$ cat src/rtl/mpa_pkg.sv
`timescale 1ns/1ps
package mpa_pkg;

   typedef enum logic [1:0] {
      ST_IDLE,
      ST_RUN,
      ST_POST,
      ST_DONE
   } mpa_state_e;

   // Index of the random word shared by domains lo and hi (lo < hi),
   // enumerated with lo ascending, then hi ascending.
   function automatic int pair_index(input int lo, input int hi, input int shares);
      return lo * shares - (lo * (lo + 1)) / 2 + (hi - lo - 1);
   endfunction

endpackage

$ cat src/rtl/mpa_dom_and.sv
`timescale 1ns/1ps
module mpa_dom_and
   import mpa_pkg::*;
#(
   parameter int WIDTH  = 32,
   parameter int SHARES = 2,
   parameter int NPAIRS = 1
) (
   input  logic                     clk,
   input  logic                     ld_i,
   input  logic [SHARES*WIDTH-1:0]  a_i,
   input  logic [SHARES*WIDTH-1:0]  b_i,
   input  logic [NPAIRS*WIDTH-1:0]  z_i,
   output logic [SHARES*WIDTH-1:0]  q_o
);

   // One registered partial product per (domain of a, domain of b).
   // Cross-domain terms are blinded before the register.
   logic [WIDTH-1:0] term_q [SHARES][SHARES];

   always_ff @(posedge clk) begin
      if (ld_i) begin
         for (int i = 0; i < SHARES; i++) begin
            for (int j = 0; j < SHARES; j++) begin
               if (i == j) begin
                  term_q[i][j] <= a_i[i*WIDTH +: WIDTH] & b_i[j*WIDTH +: WIDTH];
               end else begin
                  term_q[i][j] <= (a_i[i*WIDTH +: WIDTH] & b_i[j*WIDTH +: WIDTH])
                                ^ z_i[pair_index((i < j) ? i : j, (i < j) ? j : i, SHARES)*WIDTH +: WIDTH];
               end
            end
         end
      end
   end

   // Integration: each domain folds its row of registered terms.
   for (genvar d = 0; d < SHARES; d++) begin : g_domain
      logic [WIDTH-1:0] acc;
      always_comb begin
         acc = '0;
         for (int j = 0; j < SHARES; j++) begin
            acc = acc ^ term_q[d][j];
         end
      end
      assign q_o[d*WIDTH +: WIDTH] = acc;
   end

endmodule

$ cat src/rtl/mpa_seq.sv
`timescale 1ns/1ps
module mpa_seq
   import mpa_pkg::*;
#(
   parameter  int STEPS = 5,
   localparam int SW    = $clog2(STEPS + 1),
   localparam int AW    = STEPS + 1
) (
   input  logic          clk,
   input  logic          rst_n,
   input  logic          start_i,
   output logic          accept_o,
   output logic          run_o,
   output logic          first_o,
   output logic          last_o,
   output logic          post_o,
   output logic          done_o,
   output logic [AW-1:0] shamt_o
);

   mpa_state_e    state_q;
   logic [SW-1:0] step_q;

   assign accept_o = start_i && ((state_q == ST_IDLE) || (state_q == ST_DONE));
   assign run_o    = (state_q == ST_RUN);
   assign first_o  = run_o && (step_q == SW'(1));
   assign last_o   = run_o && (step_q == SW'(STEPS));
   assign post_o   = (state_q == ST_POST);
   assign done_o   = (state_q == ST_DONE);
   assign shamt_o  = AW'(1) << (step_q - SW'(1));

   always_ff @(posedge clk) begin
      if (!rst_n) begin
         state_q <= ST_IDLE;
         step_q  <= '0;
      end else if (accept_o) begin
         state_q <= ST_RUN;
         step_q  <= SW'(1);
      end else begin
         case (state_q)
            ST_RUN: begin
               if (step_q == SW'(STEPS)) begin
                  state_q <= ST_POST;
                  step_q  <= '0;
               end else begin
                  step_q <= step_q + SW'(1);
               end
            end
            ST_POST: state_q <= ST_DONE;
            ST_DONE: state_q <= ST_IDLE;
            default: state_q <= ST_IDLE;
         endcase
      end
   end

endmodule

$ cat src/rtl/mpa_masked_adder.sv
`timescale 1ns/1ps
module mpa_masked_adder
   import mpa_pkg::*;
#(
   parameter  int WIDTH  = 32,
   parameter  int ORDER  = 1,
   localparam int SHARES = ORDER + 1,
   localparam int NPAIRS = ORDER * (ORDER + 1) / 2,
   localparam int STEPS  = $clog2(WIDTH),
   localparam int AW     = STEPS + 1,
   localparam int FW     = SHARES * WIDTH
) (
   input  logic                    clk,
   input  logic                    rst_n,
   input  logic                    start_i,
   input  logic                    sub_i,
   input  logic [FW-1:0]           x_i,
   input  logic [FW-1:0]           y_i,
   input  logic [NPAIRS*WIDTH-1:0] z_i,
   output logic [FW-1:0]           sum_o,
   output logic                    done_o
);

   if (WIDTH < 2) begin : g_bad_width
      $error("mpa_masked_adder: WIDTH must be at least 2");
   end
   if (ORDER < 1) begin : g_bad_order
      $error("mpa_masked_adder: ORDER must be at least 1");
   end

   logic          accept, run, first, last, post;
   logic [AW-1:0] shamt;

   mpa_seq #(.STEPS(STEPS)) u_seq (
      .clk      (clk),
      .rst_n    (rst_n),
      .start_i  (start_i),
      .accept_o (accept),
      .run_o    (run),
      .first_o  (first),
      .last_o   (last),
      .post_o   (post),
      .done_o   (done_o),
      .shamt_o  (shamt)
   );

   logic [FW-1:0] p0_q, g_q, sum_q;
   logic          cin_q;

   logic [FW-1:0] y_eff, gp, pp, g_next, p_cur, g_shift, p_shift, sum_nx;
   logic [FW-1:0] ga_a, ga_b;

   // Subtraction inverts only the first share of Y.
   assign y_eff  = y_i ^ {{(FW-WIDTH){1'b0}}, {WIDTH{sub_i}}};
   assign g_next = g_q ^ gp;
   assign p_cur  = first ? p0_q : pp;

   logic [WIDTH-1:0] cin_fill;
   assign cin_fill = WIDTH'(cin_q) << (shamt - AW'(1));

   for (genvar s = 0; s < SHARES; s++) begin : g_share
      assign p_shift[s*WIDTH +: WIDTH] = p_cur[s*WIDTH +: WIDTH] << shamt;
      if (s == 0) begin : g_lead
         // Carry-in enters below the shifted generate of the first share.
         assign g_shift[s*WIDTH +: WIDTH] = (g_next[s*WIDTH +: WIDTH] << shamt) | cin_fill;
         assign sum_nx[s*WIDTH +: WIDTH]  = p0_q[s*WIDTH +: WIDTH]
                                          ^ (g_next[s*WIDTH +: WIDTH] << 1)
                                          ^ WIDTH'(cin_q);
      end else begin : g_rest
         assign g_shift[s*WIDTH +: WIDTH] = g_next[s*WIDTH +: WIDTH] << shamt;
         assign sum_nx[s*WIDTH +: WIDTH]  = p0_q[s*WIDTH +: WIDTH]
                                          ^ (g_next[s*WIDTH +: WIDTH] << 1);
      end
   end

   assign ga_a = accept ? x_i   : p_cur;
   assign ga_b = accept ? y_eff : g_shift;

   // Generate-path AND: x&y at start, then P(n-1) & (G(n) << 2^(n-1)).
   mpa_dom_and #(.WIDTH(WIDTH), .SHARES(SHARES), .NPAIRS(NPAIRS)) u_gen_and (
      .clk  (clk),
      .ld_i (accept | run),
      .a_i  (ga_a),
      .b_i  (ga_b),
      .z_i  (z_i),
      .q_o  (gp)
   );

   // Propagate-path AND: P(n) = P(n-1) & (P(n-1) << 2^(n-1)), skipped in the last step.
   mpa_dom_and #(.WIDTH(WIDTH), .SHARES(SHARES), .NPAIRS(NPAIRS)) u_prop_and (
      .clk  (clk),
      .ld_i (run & ~last),
      .a_i  (p_cur),
      .b_i  (p_shift),
      .z_i  (z_i),
      .q_o  (pp)
   );

   always_ff @(posedge clk) begin
      if (accept) begin
         p0_q  <= x_i ^ y_eff;
         g_q   <= '0;
         cin_q <= sub_i;
      end else if (run) begin
         g_q <= g_next;
      end
   end

   always_ff @(posedge clk) begin
      if (!rst_n) begin
         sum_q <= '0;
      end else if (post) begin
         sum_q <= sum_nx;
      end
   end

   assign sum_o = sum_q;

endmodule

$ cat config.mk
export PLATFORM = sky130hd
export DESIGN_NAME = mpa_masked_adder
export DESIGN_NICKNAME = d
export VERILOG_FILES = /design/src/rtl/mpa_pkg.sv /design/src/rtl/mpa_dom_and.sv /design/src/rtl/mpa_seq.sv /design/src/rtl/mpa_masked_adder.sv
export SDC_FILE = /design/constraint.sdc
export NUM_CORES = 1
export LEC_CHECK = 0
export ABC_AREA = 0
export ABC_CLOCK_PERIOD_IN_PS = 10560
export BUFFER_PORTS_ARGS = -buffer_cell sky130_fd_sc_hd__clkbuf_2
export CORE_MARGIN = 5
export CORE_UTILIZATION = 62
export CTS_CLUSTER_DIAMETER = 200
export CTS_CLUSTER_SIZE = 10
export DETAILED_ROUTE_END_ITERATION = 8
export GPL_TIMING_DRIVEN = 1
export MAX_ROUTING_LAYER = met4
export PLACE_DENSITY = 0.85
export RECOVER_POWER = 50
export SYNTH_ARGS = -nofsm -noshare
export SYNTH_HDL_FRONTEND = slang
export SYNTH_HIERARCHICAL = 1
export SYNTH_SLANG_ARGS = --single-unit
$ cat constraint.sdc
create_clock -name clk -period 10.56 [get_ports clk]
set_input_delay 1.584 -clock clk [delete_from_list [all_inputs] [get_ports clk]]
set_output_delay 1.584 -clock clk [all_outputs]
set_load 0.01 [all_outputs]
# After elaboration in Yosys (flattened, before gate mapping)
# Memory sizes are Yosys's and may differ from the RTL's.
# Index checks and enable logic that the tools add are counted.
# W data, S select, Z words.
[word_totals]
reg_bits = 198
latch_bits = 0
ramBits = 256
romBits = 0
inputBits = 164
mem_count = 2
[op_classes]
addsub = 3
multipliers = 0
div = 0
order_cmp = 0
eq_ne = 7
n_shift = 6
muxes = 13
bitwise_logic = 27
reduce_logical = 7
[memory_table]
columns = ["name", "depth", "width", "read_ports", "rd_clocked_by_memory_dff", "write_ports", "line_no", "source"]
rows = [
  ["u_gen_and.term_q", 2, 64, 2, 0, 2, "mpa_dom_and.sv:19", "logic [WIDTH-1:0] term_q [SHARES][SHARES];"],
  ["u_prop_and.term_q", 2, 64, 2, 0, 2, "mpa_dom_and.sv:19", ""],
]
[op_table]
columns = ["operator", "count"]
rows = [
  ["$xor A32 B32 Y32", 10],
  ["$and A32 B32 Y32", 8],
  ["$mux W64", 3],
  ["$shl A32 B6 Y32", 4],
  ["$xor A64 B64 Y64", 2],
  ["$xor A64 B32 Y64", 1],
  ["$or A32 B32 Y32", 1],
  ["$shl A1 B6 Y32", 1],
  ["$xor A32 B1 Y32", 1],
  ["$mux W1", 7],
  ["$shl A1 B3 Y6 const A", 1],
  ["$sub A6 B1 Y6 const B", 1],
  ["$eq A2 B2 Y1 const B", 2],
  ["$pmux W2 S2", 1],
  ["$add A3 B1 Y3 const B", 1],
  ["$eq A3 B1 Y1 const B", 1],
  ["$eq A3 B3 Y1 const B", 1],
  ["$logic_and A1 B1 Y1", 3],
  ["$mux W3", 1],
  ["$ne A3 B2 Y1 const B", 1],
  ["$sub A3 B1 Y3 const B", 1],
  ["$eq A2 B1 Y1 const B", 1],
  ["$logic_not A2 Y1", 1],
  ["$mux W2", 1],
  ["other kinds (7)", 8],
]

# Logic depth before layout (Yosys ltp)
[depth]
word_depth = 8
ltp_mapped = 16

# Hierarchy
# The synthesis kept the hierarchy.
[by_module_without_submodules]
columns = ["mod", "n_inst", "cells_per_inst", "area_per_inst_um2", "seq_area_each_um2"]
rows = [
  ["mpa_masked_adder", 1, 1872, 18491.5, 4514.3],
  ["mpa_dom_and", 2, 384, 5645.4, 3843.7],
  ["mpa_seq", 1, 37, 346.6, 100.1],
]

# Least setup slack after synthesis
# OpenSTA, ideal clock, no wires.
[synth_path]
path_kind = "register -> register"
startpoint = "register u_seq.state_q[1]"
endpoint = "memory u_prop_and/term_q[0][0] in the netlist's numbering, enable pin"
setup_ns = 0.631
arrival_time_ns = 6.929
required_time_ns = 9.929
path_slack_ns = 3.000
path_stages_with_launch = 6
path_buffers = 2
period_less_slack_ns = 7.560
path_cell_list = "dfxtp_1 > inv_1 > ha_1 > clkbuf_1 > clkbuf_1 > nor2b_1"
[synth_rtl]
columns = ["item", "line_no", "source"]
rows = [
  ["from (decl)", "mpa_seq.sv:21", "mpa_state_e state_q;"],
  ["from (signal assigned)", "mpa_seq.sv:34", "state_q <= ST_IDLE;"],
  ["from (signal assigned)", "mpa_seq.sv:37", "state_q <= ST_RUN;"],
  ["from (signal assigned)", "mpa_seq.sv:43", "state_q <= ST_POST;"],
  ["to (decl)", "mpa_dom_and.sv:19", ""],
]

==> flow_summary.json <==
{
  "finalHoldViolations": 0,
  "synth.avg_cell_area_um2": 11.2,
  "cp.arrival_ns": 8.22,
  "clockBufferDepth": 3,
  "antenna_found_initial": 3,
  "rr_startpoint": "u_seq/state_q[1]$_SDFFE_PP0P_",
  "cp_num_buf_inv": 4,
  "fmaxAchievable_mhz": 127,
  "skew_ns": 0.0303,
  "cts_root_buffer": "clkbuf_16",
  "grtUsageMet3_pct": 9.93,
  "worst_pin_slew_ns": 4.64,
  "synth_warnings": 6,
  "die_area_um2": 51900,
  "place.gp.congestion": 1.12,
  "synthCells": 2618,
  "whs_path_depth": 1,
  "core_area_um2": 46800,
  "maxCapViolations": 8,
  "drtPass1Iterations": 6,
  "slew_viol_final": 438,
  "path_clk_slew_ns": 0.06,
  "violations": "capacitance limit, slew limit",
  "post-cts-setup-buffers": 0,
  "grt_pass1_wl_um": 165000,
  "syn_to_final_growth_pct": 9.82,
  "status": "finished with violations",
  "critPathMaxFanout": 54,
  "drtAntennaViolNets": 0,
  "period_minus_slack_ns": 7.87,
  "nets": 2967,
  "io_pins": 229,
  "num_rows": 79,
  "drt_wl_total_um": 115000,
  "path_delay_family": "buffers and inverters",
  "grt_max_degree": 70,
  "wl_per_cell_um": 33.4,
  "met1_usage_pct": 55.3,
  "drtIter0Drc": 3875,
  "die_h_um": 228,
  "critPathSlowestCell": "clkinvlp_2",
  "max_stage_delay_ns": 2.21,
  "via_per_inst": 6.97,
  "vias": 24031,
  "place_hpwl_um": 84800,
  "use_met2_pct": 67.5,
  "holdPathEnd": "sum_o[0]$_SDFFE_PN0P_",
  "crit_path_start_kind": "primary input",
  "clock_sinks": 444,
  "cts_resized": 0,
  "slew_headroom_pct": -209,
  "start_util_pct": 62.9,
  "worstPathCellList": "clkbuf_1 -> nand2_1 -> clkinvlp_2 -> clkbuf_1 -> nor2_2 -> buf_4 -> a21oi_1 -> o21ai_0 -> nand2_1 -> xnor2_1",
  "first_global_vias": 23677,
  "crit_type": "in -> reg",
  "final_layout_size_suffix_gt1_share_pct": 21.4,
  "h-tree-depth": 2,
  "grt.overflow.total": 0,
  "r2r_slack_ns": 2.72,
  "clock_latency_ns": 0.62,
  "setup_viol": 0,
  "multiInputGateArea_um2": 16600,
  "holdCritStartpoint": "sum_o[0]$_SDFFE_PN0P_",
  "r2r-end": "u_prop_and/term_q[0][47]$_DFFE_PP_",
  "drc": 0,
  "cts_hold_buf": 0,
  "seq_area_um2": 12000,
  "die_w_um": 228,
  "setup_tns_ns": 0,
  "place.port_buffers": 227,
  "fillers": 3217,
  "grt_usage_pct": 44.0,
  "min_period_over_period_pct": 74.6,
  "hp-class": "reg -> reg",
  "syn-cell-area_um2": 29400,
  "top_usage_layer": "met2",
  "rsz0062_at_grt": "no",
  "numCtsBuffers": 50,
  "rr_worst_depth": 5,
  "end_kind": "flop",
  "worstPathRequired_ns": 10.91,
  "cts_tree": "yes",
  "syn-num-nets": 2787
}
## worst reg2reg max path, stage by stage, from the launching register on
cell,delay [ns]
dfxtp_1,0.35
inv_1,0.13
ha_1,0.24
clkbuf_1,3.25
nor2b_1,0.44
clkbuf_1,2.78
## sequential cells by signal, summed over array words and instances (netlist names)
signal / count
u_prop_and/term_q: 124
p0_q: 64
cin_q: 1
u_seq/step_q: 3
u_gen_and/term_q: 124
sum_o: 64
u_seq/state_q: 2
g_q: 62
## worst max-delay path by stage
stage	slack [ns]	end	depth (start not counted)	from
after global placement	5.36	u_gen_and/term_q[1][60]$_DFFE_PP_	11	start_i
after detailed placement	5.33	u_gen_and/term_q[1][60]$_DFFE_PP_	11	start_i
after CTS	5.48	u_prop_and/term_q[1][24]$_DFFE_PP_	10	u_seq/state_q[1]$_SDFFE_PP0P_
after global routing	2.71	u_prop_and/term_q[0][47]$_DFFE_PP_	5	u_seq/state_q[1]$_SDFFE_PP0P_
final	2.69	u_gen_and/term_q[1][48]$_DFFE_PP_	10	start_i
after floorplan	3.21	u_prop_and/term_q[0][0]$_DFFE_PP_	5	u_seq/state_q[1]$_SDFFE_PP0P_
## routing by layer
| layer | up-vias | wire length [um] | part of all wire [%] |
|---|---|---|---|
| met5 | - | 0 | 0 |
| met4 | 0 | 7810 | 6.8 |
| met3 | 459 | 13300 | 12 |
| met2 | 1908 | 52300 | 45 |
| met1 | 11867 | 41800 | 36 |
| li1 | 9797 | - | - |
## layout make-up
class / instances / share of cell area (%)
tap: 607 / 2.35
clock inverter: 4 / 0.132
timing repair buffer: 277 / 4.22
clock buffer: 87 / 4.30
inverter: 16 / 0.213
multi-input combinational: 2009 / 51.5
sequential: 444 / 37.2
antenna: 5 / 0.0387
## cell usage in the layout, fill, tap and decap left out, types with 13 or more instances in the layout
| master | count |
|---|---|
| edfxtp_1 | 313 |
| xnor2_1 | 308 |
| nand2_1 | 266 |
| xor2_1 | 243 |
| mux2_2 | 176 |
| mux2i_1 | 167 |
| nor2_1 | 160 |
| clkbuf_1 | 142 |
| dfxtp_1 | 131 |
| clkbuf_2 | 129 |
| mux4_2 | 106 |
| and2_1 | 67 |
| nor2b_1 | 67 |
| and2_2 | 62 |
| clkbuf_16 | 50 |
| buf_4 | 43 |
| o21ai_0 | 40 |
| o22ai_1 | 33 |
| o221ai_1 | 31 |
| a21oi_1 | 28 |
| nand3_1 | 18 |
| nor3_1 | 18 |
| a22oi_1 | 15 |
| o22a_1 | 15 |
| o211ai_1 | 14 |
| a22o_1 | 14 |
| nand2b_1 | 13 |
## through the flow
step           std cells  setup slack (ns)  area, um2  hold WS, ns  util (%)
6_report            3449              2.69      32300        0.503      69.1
5_1_grt             3448              2.71      32300        0.526      69.1
4_1_cts             3444              5.48      32500        0.501      69.4
3_5_place_dp        3353              5.33      31000        0.485      66.4
3_3_place_gp        3353              5.36      31000        0.464      66.4
2_1_floorplan       2618              3.21      29400        0.498         -
Power is not shown: default switching activity piles up to over one toggle a cycle in this logic, so the estimate is an artifact.
